==> src/rtl/stat_filt_pkg.sv <==
`timescale 1ns/1ps
package stat_filt_pkg;

    // machine-layout field positions; widths of the multi-bit fields
    localparam int unsigned BIT_IE   = 0;
    localparam int unsigned BIT_PRV  = 1;
    localparam int unsigned BIT_IE1  = 3;
    localparam int unsigned BIT_PRV1 = 4;
    localparam int unsigned BIT_IE2  = 6;
    localparam int unsigned BIT_PRV2 = 7;
    localparam int unsigned BIT_FS   = 12;
    localparam int unsigned BIT_XS   = 14;
    localparam int unsigned BIT_MPRV = 16;
    localparam int unsigned BIT_VM   = 17;
    localparam int unsigned PRV_W    = 2;
    localparam int unsigned STW      = 2;
    localparam int unsigned VM_W     = 5;
    localparam int unsigned NUM_PRV  = 3;

    // supervisor-layout field positions
    localparam int unsigned SV_IE   = 0;
    localparam int unsigned SV_PIE  = 4;
    localparam int unsigned SV_PS   = 8;
    localparam int unsigned SV_FS   = 12;
    localparam int unsigned SV_XS   = 14;
    localparam int unsigned SV_MPRV = 16;

    localparam logic [PRV_W-1:0] PRV_USER = 2'd0;
    localparam logic [PRV_W-1:0] PRV_SUPV = 2'd1;
    localparam logic [PRV_W-1:0] PRV_MACH = 2'd3;

    localparam logic [VM_W-1:0] VM_BARE = 5'd0;
    localparam logic [VM_W-1:0] VM_SV32 = 5'd8;
    localparam logic [VM_W-1:0] VM_SV39 = 5'd9;
    localparam logic [VM_W-1:0] VM_SV48 = 5'd10;

    localparam logic [STW-1:0] ST_DIRTY = 2'b11;

    typedef struct packed {
        logic [VM_W-1:0]  vm;
        logic             mprv;
        logic [STW-1:0]   xs;
        logic [STW-1:0]   fs;
        logic [PRV_W-1:0] prv2;
        logic             ie2;
        logic [PRV_W-1:0] prv1;
        logic             ie1;
        logic [PRV_W-1:0] prv;
        logic             ie;
    } stat_fields_t;

    typedef enum logic [1:0] {
        WR_NONE = 2'd0,
        WR_MACH = 2'd1,
        WR_SUP  = 2'd2
    } wr_src_e;

    typedef enum logic {
        PH_QUIET = 1'b0,
        PH_FLUSH = 1'b1
    } flush_ph_e;

    localparam stat_fields_t STAT_RESET = '{
        vm:   VM_BARE,
        mprv: 1'b0,
        xs:   '0,
        fs:   '0,
        prv2: PRV_SUPV,
        ie2:  1'b0,
        prv1: PRV_SUPV,
        ie1:  1'b0,
        prv:  PRV_MACH,
        ie:   1'b0
    };

endpackage

==> src/rtl/stat_legal_filter.sv <==
`timescale 1ns/1ps
module stat_legal_filter
    import stat_filt_pkg::*;
#(
    parameter int unsigned XLEN = 64
) (
    input  stat_fields_t cur_i,
    input  stat_fields_t cand_i,
    input  logic         ext_i,
    output stat_fields_t next_o,
    output logic         xlat_chg_o
);

    logic [NUM_PRV-1:0][PRV_W-1:0] cur_p;
    logic [NUM_PRV-1:0][PRV_W-1:0] cand_p;
    logic [NUM_PRV-1:0][PRV_W-1:0] nxt_p;
    logic                          vm_ok;

    function automatic logic prv_ok(input logic [PRV_W-1:0] p);
        return (p == PRV_USER) || (p == PRV_SUPV) || (p == PRV_MACH);
    endfunction

    assign cur_p  = {cur_i.prv2, cur_i.prv1, cur_i.prv};
    assign cand_p = {cand_i.prv2, cand_i.prv1, cand_i.prv};

    // each privilege field is judged on its own
    for (genvar g = 0; g < NUM_PRV; g++) begin : g_prv
        assign nxt_p[g] = prv_ok(cand_p[g]) ? cand_p[g] : cur_p[g];
    end

    // translation-mode legality depends on the register width
    if (XLEN == 64) begin : g_vm64
        assign vm_ok = (cand_i.vm == VM_BARE) || (cand_i.vm == VM_SV39) ||
                       (cand_i.vm == VM_SV48);
    end else if (XLEN == 32) begin : g_vm32
        assign vm_ok = (cand_i.vm == VM_BARE) || (cand_i.vm == VM_SV32);
    end else begin : g_vmbare
        assign vm_ok = (cand_i.vm == VM_BARE);
    end

    always_comb begin
        next_o      = cur_i;
        next_o.ie   = cand_i.ie;
        next_o.ie1  = cand_i.ie1;
        next_o.ie2  = cand_i.ie2;
        next_o.mprv = cand_i.mprv;
        next_o.fs   = cand_i.fs;
        next_o.xs   = ext_i ? cand_i.xs : cur_i.xs;
        next_o.prv  = nxt_p[0];
        next_o.prv1 = nxt_p[1];
        next_o.prv2 = nxt_p[2];
        next_o.vm   = vm_ok ? cand_i.vm : cur_i.vm;
    end

    // requested change, judged on the unfiltered candidate
    assign xlat_chg_o = (cand_i.vm   != cur_i.vm)   ||
                        (cand_i.prv  != cur_i.prv)  ||
                        (cand_i.prv1 != cur_i.prv1) ||
                        (cand_i.mprv != cur_i.mprv);

endmodule

==> src/rtl/stat_sview_map.sv <==
`timescale 1ns/1ps
module stat_sview_map
    import stat_filt_pkg::*;
#(
    parameter int unsigned XLEN = 64
) (
    input  stat_fields_t    cur_i,
    input  logic            sd_i,
    input  logic [XLEN-1:0] wdata_i,
    output stat_fields_t    sup_cand_o,
    output logic [XLEN-1:0] sview_o
);

    logic unused_sv_bits;

    // supervisor write: rearrange into machine positions, rest untouched
    always_comb begin
        sup_cand_o      = cur_i;
        sup_cand_o.ie   = wdata_i[SV_IE];
        sup_cand_o.ie1  = wdata_i[SV_PIE];
        sup_cand_o.prv1 = wdata_i[SV_PS +: PRV_W];
        sup_cand_o.fs   = wdata_i[SV_FS +: STW];
        sup_cand_o.xs   = wdata_i[SV_XS +: STW];
        sup_cand_o.mprv = wdata_i[SV_MPRV];
    end

    // supervisor read view
    always_comb begin
        sview_o                   = '0;
        sview_o[SV_IE]            = cur_i.ie;
        sview_o[SV_PIE]           = cur_i.ie1;
        sview_o[SV_PS +: PRV_W]   = cur_i.prv1;
        sview_o[SV_FS +: STW]     = cur_i.fs;
        sview_o[SV_XS +: STW]     = cur_i.xs;
        sview_o[SV_MPRV]          = cur_i.mprv;
        sview_o[XLEN-1]           = sd_i;
    end

    assign unused_sv_bits = ^{wdata_i[XLEN-1:SV_MPRV+1], wdata_i[SV_FS-1:SV_PS+PRV_W],
                              wdata_i[SV_PS-1:SV_PIE+1], wdata_i[SV_PIE-1:SV_IE+1]};

endmodule

==> src/rtl/stat_filter.sv <==
`timescale 1ns/1ps
module stat_filter
    import stat_filt_pkg::*;
#(
    parameter int unsigned XLEN = 64
) (
    input  logic            clk,
    input  logic            rst_n,
    input  logic [XLEN-1:0] wdata_i,
    input  logic            mwr_i,
    input  logic            swr_i,
    input  logic            ext_present_i,
    output logic [XLEN-1:0] status_o,
    output logic [XLEN-1:0] sview_o,
    output logic            flush_o
);

    localparam int unsigned TOP_FIELD = BIT_VM + VM_W;

    wr_src_e      src;
    stat_fields_t cur_q;
    stat_fields_t mach_cand;
    stat_fields_t sup_cand;
    stat_fields_t cand;
    stat_fields_t nxt;
    logic         sd_q;
    logic         xlat_chg;
    logic         wr_any;
    logic         trig;
    flush_ph_e    ph_q;
    flush_ph_e    ph_d;
    logic         unused_wd_bits;

    // write-source decode; machine layout wins a tie
    always_comb begin
        if (mwr_i)      src = WR_MACH;
        else if (swr_i) src = WR_SUP;
        else            src = WR_NONE;
    end

    always_comb begin
        mach_cand.ie   = wdata_i[BIT_IE];
        mach_cand.prv  = wdata_i[BIT_PRV +: PRV_W];
        mach_cand.ie1  = wdata_i[BIT_IE1];
        mach_cand.prv1 = wdata_i[BIT_PRV1 +: PRV_W];
        mach_cand.ie2  = wdata_i[BIT_IE2];
        mach_cand.prv2 = wdata_i[BIT_PRV2 +: PRV_W];
        mach_cand.fs   = wdata_i[BIT_FS +: STW];
        mach_cand.xs   = wdata_i[BIT_XS +: STW];
        mach_cand.mprv = wdata_i[BIT_MPRV];
        mach_cand.vm   = wdata_i[BIT_VM +: VM_W];
    end

    assign unused_wd_bits = ^{wdata_i[XLEN-1:TOP_FIELD], wdata_i[BIT_FS-1:BIT_PRV2+PRV_W]};

    stat_sview_map #(.XLEN(XLEN)) u_sview (
        .cur_i      (cur_q),
        .sd_i       (sd_q),
        .wdata_i    (wdata_i),
        .sup_cand_o (sup_cand),
        .sview_o    (sview_o)
    );

    always_comb begin
        unique case (src)
            WR_MACH: cand = mach_cand;
            WR_SUP:  cand = sup_cand;
            default: cand = cur_q;
        endcase
    end

    stat_legal_filter #(.XLEN(XLEN)) u_filter (
        .cur_i      (cur_q),
        .cand_i     (cand),
        .ext_i      (ext_present_i),
        .next_o     (nxt),
        .xlat_chg_o (xlat_chg)
    );

    assign wr_any = (src != WR_NONE);
    assign trig   = wr_any && xlat_chg;

    // storage: fields and the derived dirty summary
    always_ff @(posedge clk or negedge rst_n) begin
        if (!rst_n) begin
            cur_q <= STAT_RESET;
            sd_q  <= 1'b0;
        end else if (wr_any) begin
            cur_q <= nxt;
            sd_q  <= (nxt.fs == ST_DIRTY) || (nxt.xs == ST_DIRTY);
        end
    end

    // flush phase register
    always_ff @(posedge clk or negedge rst_n) begin
        if (!rst_n) ph_q <= PH_QUIET;
        else        ph_q <= ph_d;
    end

    always_comb begin
        unique case (ph_q)
            PH_QUIET: ph_d = trig ? PH_FLUSH : PH_QUIET;
            PH_FLUSH: ph_d = trig ? PH_FLUSH : PH_QUIET;
            default:  ph_d = PH_QUIET;
        endcase
    end

    // outputs
    always_comb begin
        status_o                       = '0;
        status_o[BIT_IE]               = cur_q.ie;
        status_o[BIT_PRV +: PRV_W]     = cur_q.prv;
        status_o[BIT_IE1]              = cur_q.ie1;
        status_o[BIT_PRV1 +: PRV_W]    = cur_q.prv1;
        status_o[BIT_IE2]              = cur_q.ie2;
        status_o[BIT_PRV2 +: PRV_W]    = cur_q.prv2;
        status_o[BIT_FS +: STW]        = cur_q.fs;
        status_o[BIT_XS +: STW]        = cur_q.xs;
        status_o[BIT_MPRV]             = cur_q.mprv;
        status_o[BIT_VM +: VM_W]       = cur_q.vm;
        status_o[XLEN-1]               = sd_q;
        flush_o                        = (ph_q == PH_FLUSH);
    end

endmodule

==> config.mk <==
export PLATFORM = sky130hd
export DESIGN_NAME = stat_filter
export DESIGN_NICKNAME = d
export VERILOG_FILES = /design/src/rtl/stat_filt_pkg.sv /design/src/rtl/stat_legal_filter.sv /design/src/rtl/stat_sview_map.sv /design/src/rtl/stat_filter.sv
export SDC_FILE = /design/constraint.sdc
export NUM_CORES = 1
export LEC_CHECK = 0
export ABC_AREA = 0
export CORE_ASPECT_RATIO = 1.4
export CORE_MARGIN = 10
export CORE_UTILIZATION = 32
export DETAILED_ROUTE_END_ITERATION = 6
export PLACE_DENSITY_LB_ADDON = 0.25
export SYNTH_ARGS = -nofsm -noshare
export SYNTH_HDL_FRONTEND = slang
export SYNTH_SLANG_ARGS = --single-unit
==> constraint.sdc <==
create_clock -name clk -period 3.65 [get_ports clk]
set_clock_uncertainty 0.1 [all_clocks]
set_input_delay 0.73 -clock clk [delete_from_list [all_inputs] [get_ports clk]]
set_output_delay 0.73 -clock clk [all_outputs]
set_load 0.05 [all_outputs]
# ---- Word level (Yosys, flattened, before mapping)
# Index checks and enable logic that the tools add are counted.
dict set report classes {
  mux 5
  bitwise 1
  reduce_logical 25
  n_eq_ne 16
}
# op n
set ops {}
lappend ops {{19-bit one-hot mux with 2 select lines} 1}
lappend ops {{2-bit equality test (second input constant)} 6}
lappend ops {{1-bit logical OR} 12}
lappend ops {{5-bit by 4-bit equality test with 1-bit output (second input constant)} 2}
lappend ops {{2-bit AND reduction} 5}
lappend ops {{2-bit by 1-bit equality test with 1-bit output (second input constant)} 4}
lappend ops {{2-bit logical NOT} 3}
lappend ops {{2-bit two-way mux} 3}
lappend ops {{5-bit logical NOT} 1}
lappend ops {{5-bit != test} 1}
lappend ops {{2-bit != test} 2}
lappend ops {{2-bit nonzero test} 2}
lappend ops {{3-bit AND reduction} 1}
lappend ops {{1-bit logical AND} 1}
lappend ops {{1-bit two-way mux} 1}
lappend ops {{1-bit != test} 1}
lappend ops {{1-bit NOT} 1}
dict set report word_totals {
  out_inout_bits 129
  in_bits 69
  register_bits 21
}

# ---- Logic depth before layout (Yosys ltp)
# Gate-level depths: netlist (run 1).
dict set report logic_depth {
  ltp_word 10
  ltp_mapped 5
}

# ---- By module
# Synthesis (run 1) repeated with hierarchy kept, for this count alone.
dict set report hier_totals {
  cells_unflattened 288
  area_unflattened_um2 2537.4
}
# mod area_per_inst_um2 instances seq_area_each_um2 cells_each
set modules_own_cells {}
lappend modules_own_cells {stat_filter 1547.7 1 530.5 155}
lappend modules_own_cells {stat_sview_map 626.9 1 0.0 84}
lappend modules_own_cells {stat_legal_filter 362.8 1 0.0 49}

# ---- Worst setup path after synthesis (run 1)
# No wires, ideal clock.
dict set report synth_path {
  kind {input to register}
  start {input swr_i}
  end {register sd_q}
  arrival_time_ps 1696
  t_required_ps 3427
  path_slack_ps 1731
  stages 5
  cell_sequence {buf_2 > o21ai_1 > mux2_2 > a221oi_2 > nor2_1}
}
dict set report synth_via {
  elab_chain_len 7
  word_cells_on_any_way 10
  cone_classes {eq/ne: 4; mux: 4; reduce/logical: 2}
}
# item line_no
set synth_lines {}
lappend synth_lines {{start: declaration} stat_filter.sv:11} ;# input logic swr_i,
lappend synth_lines {{2-bit two-way mux (*)} stat_filter.sv:37} ;# else if (swr_i) src = WR_SUP;
lappend synth_lines {{2-bit two-way mux (*)} stat_filter.sv:36} ;# if (mwr_i) src = WR_MACH;
lappend synth_lines {{2-bit equality test or 2-bit by 1-bit equality test with 1-bit output (tied branches)} stat_filter.sv:65} ;# unique case (src)
lappend synth_lines {{19-bit one-hot mux with 2 select lines} stat_filter.sv:65}
lappend synth_lines {{2-bit two-way mux} stat_legal_filter.sv:48} ;# next_o.xs = ext_i ? cand_i.xs : cur_i.xs;
lappend synth_lines {{2-bit equality test} stat_filter.sv:90} ;# sd_q <= (nxt.fs == ST_DIRTY) || (nxt.xs == ST_DIRTY);
lappend synth_lines {{1-bit logical OR} stat_filter.sv:90}
lappend synth_lines {{end signal: assignment} stat_filter.sv:90}
lappend synth_lines {{end: declaration} stat_filter.sv:26} ;# logic sd_q;
# Mark *: on every way between the ends. The rest lies on a longest branch, timed or not. The select of a mux whose other input is x is not followed.
# A chain may end at the register's enable or synchronous reset.

# ---- Worst setup path after layout (run 1)
dict set report layout_path {
  start {register cur_q (netlist bit status_o[4])}
  end {output status_o[4]}
}
# item line_no
set layout_lines {}
lappend layout_lines {{start: declaration} stat_filter.sv:21} ;# stat_fields_t cur_q;
lappend layout_lines {{start signal: assignment} stat_filter.sv:89} ;# cur_q <= nxt;
lappend layout_lines {{end: declaration} stat_filter.sv:13} ;# output logic [XLEN-1:0] status_o,
# No word-level cell between the ends.

==> key figures, run 1 <==
Synthesis
  • Cell taking the most area after synthesis: buf_4
  • Synth top area share: 41.2%
  • Synth top area cells: buf_4 (41%), dfrtp_1 (21%), dfstp_2 (5.3%)
  • XOR/XNOR Fraction of Synth Area: 4.85%
  • Synth Cell Area: about 2000 µm²
  • FFs w/ async S/R, synth: 100%
  • Complex-gate fraction of the synthesized area: between 10 and 15%
  • Combinational family with the most area after synthesis: buffers and inverters
  • EDFF count, synth: 0
  • Register bit total from synthesis: 21
  • Cell variety after synth: 34
  • Most used DFF post-synth: dfrtp_1
  • Synth Area in Adders: 0%
  • Syn avg cell area: 9.06 µm²
  • Gate Count Post-Synth: about 220
  • Seq/Total Area, Yosys: a little over a quarter
  • Ys Warns: 0
  • Multiplexer area fraction after synthesis: 7.50%
  • Simple-gate portion of the synthesized area: 5.55%
  • Synth top cells by count: buf_4 (109), dfrtp_1 (17), a21oi_1 (9), o21ai_0 (9)
  • Most frequent cell after synthesis: buf_4

Final layout
  • # diodes: 0
  • Nets: 333
  • Footprint of the multi-input gates: 945 µm²
  • Layout cells sized above 1: 9.13%
  • Area Overhead vs Synth: 10.7%
  • Fillers: 632
  • Post-route cell area: 2200 µm²
  • Reg area: 531 µm²

Critical path
  • WP buf/inv: 1
  • CP Cell Sequence: clkdlybuf4s50_1
  • Slowest-stage cell, CP: clkdlybuf4s50_1
  • Critical Path Max Stage Delay: 820 ps
  • Top delay family on crit path: buffers and inverters
  • CP required: 2820 ps
  • CP Capture Type: primary output
  • CP arrival: about 1700 ps
  • Crit Path Max Fanout: 5
  • CP startpoint kind: register
  • Worst r2r src: status_o[2]
  • Setup Crit Path Kind: register to primary output
  • Worst setup startpoint: status_o[4]

STA
  • Tcrit/Tclk final: 68.7%
  • Peak Freq: 399 MHz
  • Setup TNS: 0 ps
  • Tmin final: 2510 ps
  • Count of final hold-check violations: 0
  • Final Hold Slack: 412 ps
  • Slew headroom: 33.3%
  • Final Max Slew Viols: 0
  • RSZ-0062 raised after global routing: no
  • Final setup vio count: 0
  • Least-Margin Pin Slew: roughly 1000 ps

Clock network
  • CTS clk-pin slew, worst paths: ~80 ps
  • Root buf cell: clkbuf_8
  • Post-cts resize count: 0
  • CTS H-tree depth: 1
  • TritonCTS clock tree: built
  • Setup Buffers After CTS: 0
  • CTS Hold Bufs: 0
  • Clk sinks: 21
  • CTS max path bufs: 2
  • Worst skew pair latency: between 200 and 300 ps
  • Num CTS Buffers: 3

Place
  • Post-detail-place hpwl: about 4.1 mm
  • PortBufs: 55
  • Final Wtd Congestion: ~0.77
  • Post-DP Area: 2150 µm²

Global route
  • Tot GR Track Use: under 10%
  • Vias in the first global route: 1,412
  • Largest net degree at the start of global routing: 22
  • GRT Residual Overflow: 0
  • Antenna violations before repair: 0
  • First-pass GRT wire length: 6.88 mm

Die
  • Die width: approximately 87 µm
  • Die Ht: 113 µm
  • Row count: 33
  • Initial core utilization: 33.4%
  • Ports: just under 200
  • Core ar.: 5950 µm²
  • Die area: approximately 9800 µm²

Power and ir drop
  • Tot Pwr: 1.09 mW
  • Peak VDD IR: 0.206 mV
  • PD cells: a little under 500 nW/µm²
  • Leak Pwr: 1.03 nW

Route
  • Drt drc: 0
  • Vias/cell: 3.91
  • Post-DRT Antenna Nets: 0
  • WL final: 4.76 mm
  • Routed len/inst: 14.3 µm
  • DRT Pass-1 Iters: 4
  • Vias: about 1,300
  • Initial DRC Count: between 40 and 50

Status
  • Outcome: finished clean

Min path
  • Hold_sp: status_o[6]
  • Path type of the worst min-delay path: register to register

Run
  • Max_cap viols: 0
==> worst paths after layout <==
| path | cells after the start | to | slack [ps] |
|---|---|---|---|
| setup / recovery | 1 | status_o[4] | 1140 |
| max in group asynchronous | 1 | status_o[18] | 1930 |
| min in group asynchronous | 1 | status_o[3] | 910 |
| hold / removal | 1 | status_o[6] | 410 |
| hold reg to reg | 1 | status_o[6] | 410 |
| setup reg to reg | 4 | flush_o | 2070 |
==> cell usage in the layout, fill, tap and decap left out, drive strengths merged, types with 3 or more instances in the layout <==
master / netlist / layout
conb: 1 / 98
clkdlybuf4s50: 0 / 55
dfrtp: 17 / 17
o21ai: 10 / 10
a21oi: 9 / 9
inv: 8 / 8
xnor2: 8 / 8
mux2: 8 / 8
nor2: 6 / 6
nand2: 6 / 6
a22o: 4 / 4
dfstp: 4 / 4
xor2: 3 / 3
a31oi: 3 / 3
clkbuf: 1 / 3
mux2i: 3 / 3
==> cells by family after synthesis <==
kind of cell | count (synthesis)
buffers and inverters | 121
AOI/OAI and AO/OA | 33
DFF | 21
and+or+nand+nor | 21
xor gates and xnor gates | 11
muxes | 11
other | 1
==> power by group <==
group          switching [mW]  internal [mW]
clock                  0.0776         0.0760
combinational           0.473          0.159
sequential             0.0364          0.268
==> layout make-up <==
cell class | count | area share (%)
multi-input combinational | 174 | 43.0
clock inverter | 1 | 0.228
clock buffer | 3 | 1.88
sequential | 21 | 24.1
inverter | 8 | 1.37
timing repair buffer | 56 | 25.4
tap | 70 | 3.99
==> flip-flops by register name (all words and copies together) (netlist names) <==
signal and flops:
flush_o 1, status_o 19, sd_q 1
==> per-layer routing <==
| metal | wire length [µm] | GRT usage [%] |
|---|---|---|
| met4 | 23 | 1.95 |
| met1 | 1890 | 9.31 |
| met5 | 0 | 0 |
| met2 | 2220 | 14.5 |
| met3 | 617 | 3.80 |
==> through the flow <==
step | util, % | setup slack (ps) | cells
floorplan | - | 1730 | 316
global placement | 36.2 | 916 | 329
detailed placement | 36.2 | 897 | 329
CTS | 37.0 | 1120 | 333
global route | 37.0 | 1030 | 333
finish | 37.0 | 1140 | 333
No activity file was read; power rests on OpenSTA's default activity.
==> run 2: changes to the inputs <==
CORE_UTILIZATION = 30   (was 32)
clock period = 2.4 ns   (was 3.65 ns; I/O delays follow)
==> key figures, run 2 (synthesis gave the netlist of run 1 again) <==
Global route
  • Antenna violations before repair: 0
  • Tot GR Track Use: 8.14%
  • First-pass GRT wire length: 6.63 mm
  • GRT Residual Overflow: 0
  • Vias in the first global route: 1,342
  • Largest net degree at the start of global routing: 22

Route
  • Post-DRT Antenna Nets: 0
  • Initial DRC Count: 15
  • Routed len/inst: 14.0 µm
  • WL final: about 4.8 mm
  • Vias/cell: 3.74
  • Vias: 1,280
  • Drt drc: 0
  • DRT Pass-1 Iters: 3

Critical path
  • Worst setup startpoint: status_o[4]
  • CP required: roughly 1800 ps
  • Slowest-stage cell, CP: clkdlybuf4s50_1
  • CP Capture Type: primary output
  • R2R Path End: flush_o
  • Worst r2r src: status_o[2]
  • Reg2Reg Depth: 4
  • WP buf/inv: 1
  • Crit Path Max Fanout: 5
  • Worst setup endpoint: sview_o[8]
  • Levels on crit path: 1
  • CP startpoint kind: register
  • Setup Crit Path Kind: register to primary output
  • R2R Setup Slk: 850 ps
  • Critical Path Max Stage Delay: 820 ps
  • Top delay family on crit path: buffers and inverters
  • CP Cell Sequence: clkdlybuf4s50_1
  • CP arrival: between 1500 and 2000 ps

STA
  • Slew headroom: 65.0%
  • Count of final hold-check violations: 0
  • Final Max Slew Viols: 0
  • Peak Freq: 444 MHz
  • Tcrit/Tclk final: 93.9%
  • Final setup vio count: 0
  • Setup TNS: 0 ps
  • PnR worst setup slack: ~150 ps
  • Tmin final: 2250 ps
  • RSZ-0062 raised after global routing: no
  • Least-Margin Pin Slew: 524 ps

Clock network
  • Clk sinks: 21
  • TritonCTS clock tree: built
  • Post-cts resize count: 0
  • CTS max path bufs: 2
  • Num CTS Buffers: 3
  • Worst skew pair latency: 260 ps
  • CTS H-tree depth: 1
  • CTS Hold Bufs: 0
  • Setup Buffers After CTS: 0
  • CTS clk-pin slew, worst paths: approximately 80 ps
  • Root buf cell: clkbuf_8

Die
  • Ports: just under 200
  • Row count: 35
  • Die area: 10,300 µm²
  • Die Ht: 116 µm
  • Initial core utilization: 30.4%
  • Core ar.: 6530 µm²
  • Die width: ~89 µm

Status
  • Outcome: finished clean

Power and ir drop
  • Peak VDD IR: ~0.25 mV
  • Leak Pwr: 1.05 nW
  • PD cells: between 700 and 800 nW/µm²

Place
  • Placed insts: 338
  • Post-detail-place hpwl: a little over 4 mm
  • Worst slack, placed: 71.7 ps
  • PortBufs: 55
  • Final Wtd Congestion: 0.690
  • Post-DP Area: 2190 µm²

Final layout
  • Nets: 338
  • Layout cells sized above 1: 10.8%
  • Finished Layout Cells: 342
  • Post-route cell area: 2240 µm²
  • Commonest non-fill, non-tap cell in the layout: conb_1
  • # diodes: 0
  • Area Overhead vs Synth: 12.9%
  • Commonest cells after routing, fill and taps aside: conb_1 (98), clkdlybuf4s50_1 (55), dfrtp_1 (17)
  • Largest register FFs: 19

Run
  • Max_cap viols: 0

Min path
  • Hold path depth: 1
  • Path type of the worst min-delay path: register to register
[run 2: cell count changes in the layout (fill, tap and decap cells not counted)]
cell	change
buf_4	+5
[run 2: area by class of cell]
class / count / area, µm²
fillers: 690 / 4290
clock inverters: 1 / 5.00
inverters: 8 / 30.0
repair buffers: 61 / 596
well taps: 74 / 92.6
flip-flops and latches: 21 / 531
clock buffers: 3 / 41.3
multi-input cells: 174 / 945
[run 2: per-layer routing]
layer	vias up	part of all wire, %	routed length (µm)	global-route usage [%]
li1	604	-	-	-
met1	579	36	1740	8.53
met5	-	0	0	0
met3	4	15	711	4.12
met4	0	1.1	52	2.59
met2	93	48	2300	13.7
[run 2: how the worst min path moves through the flow]
| stage | startpoint | endpoint |
|---|---|---|
| 2_1_floorplan | rst_n | flush_o |
| 3_3_place_gp | status_o[6] | status_o[6] |
| 3_5_place_dp | status_o[6] | status_o[6] |
| 4_1_cts | status_o[6] | status_o[6] |
| 5_1_grt | status_o[4] | status_o[4] |
| 6_report | status_o[6] | status_o[6] |
[run 2: stage by stage]
step / power (mW) / hold WS [ps] / util [%]
global placement: 1.43 / 395 / 33.6
CTS: 1.68 / 423 / 34.3
detailed placement: 1.44 / 404 / 33.6
global route: 1.76 / 457 / 34.3
floorplan: 1.35 / 84.4 / -
finish: 1.67 / 416 / 34.3
[run 2: report_power, final]
group	switching [mW]	internal, mW
logic	0.721	0.248
clock network	0.123	0.116
registers	0.0568	0.407
total	0.901	0.771
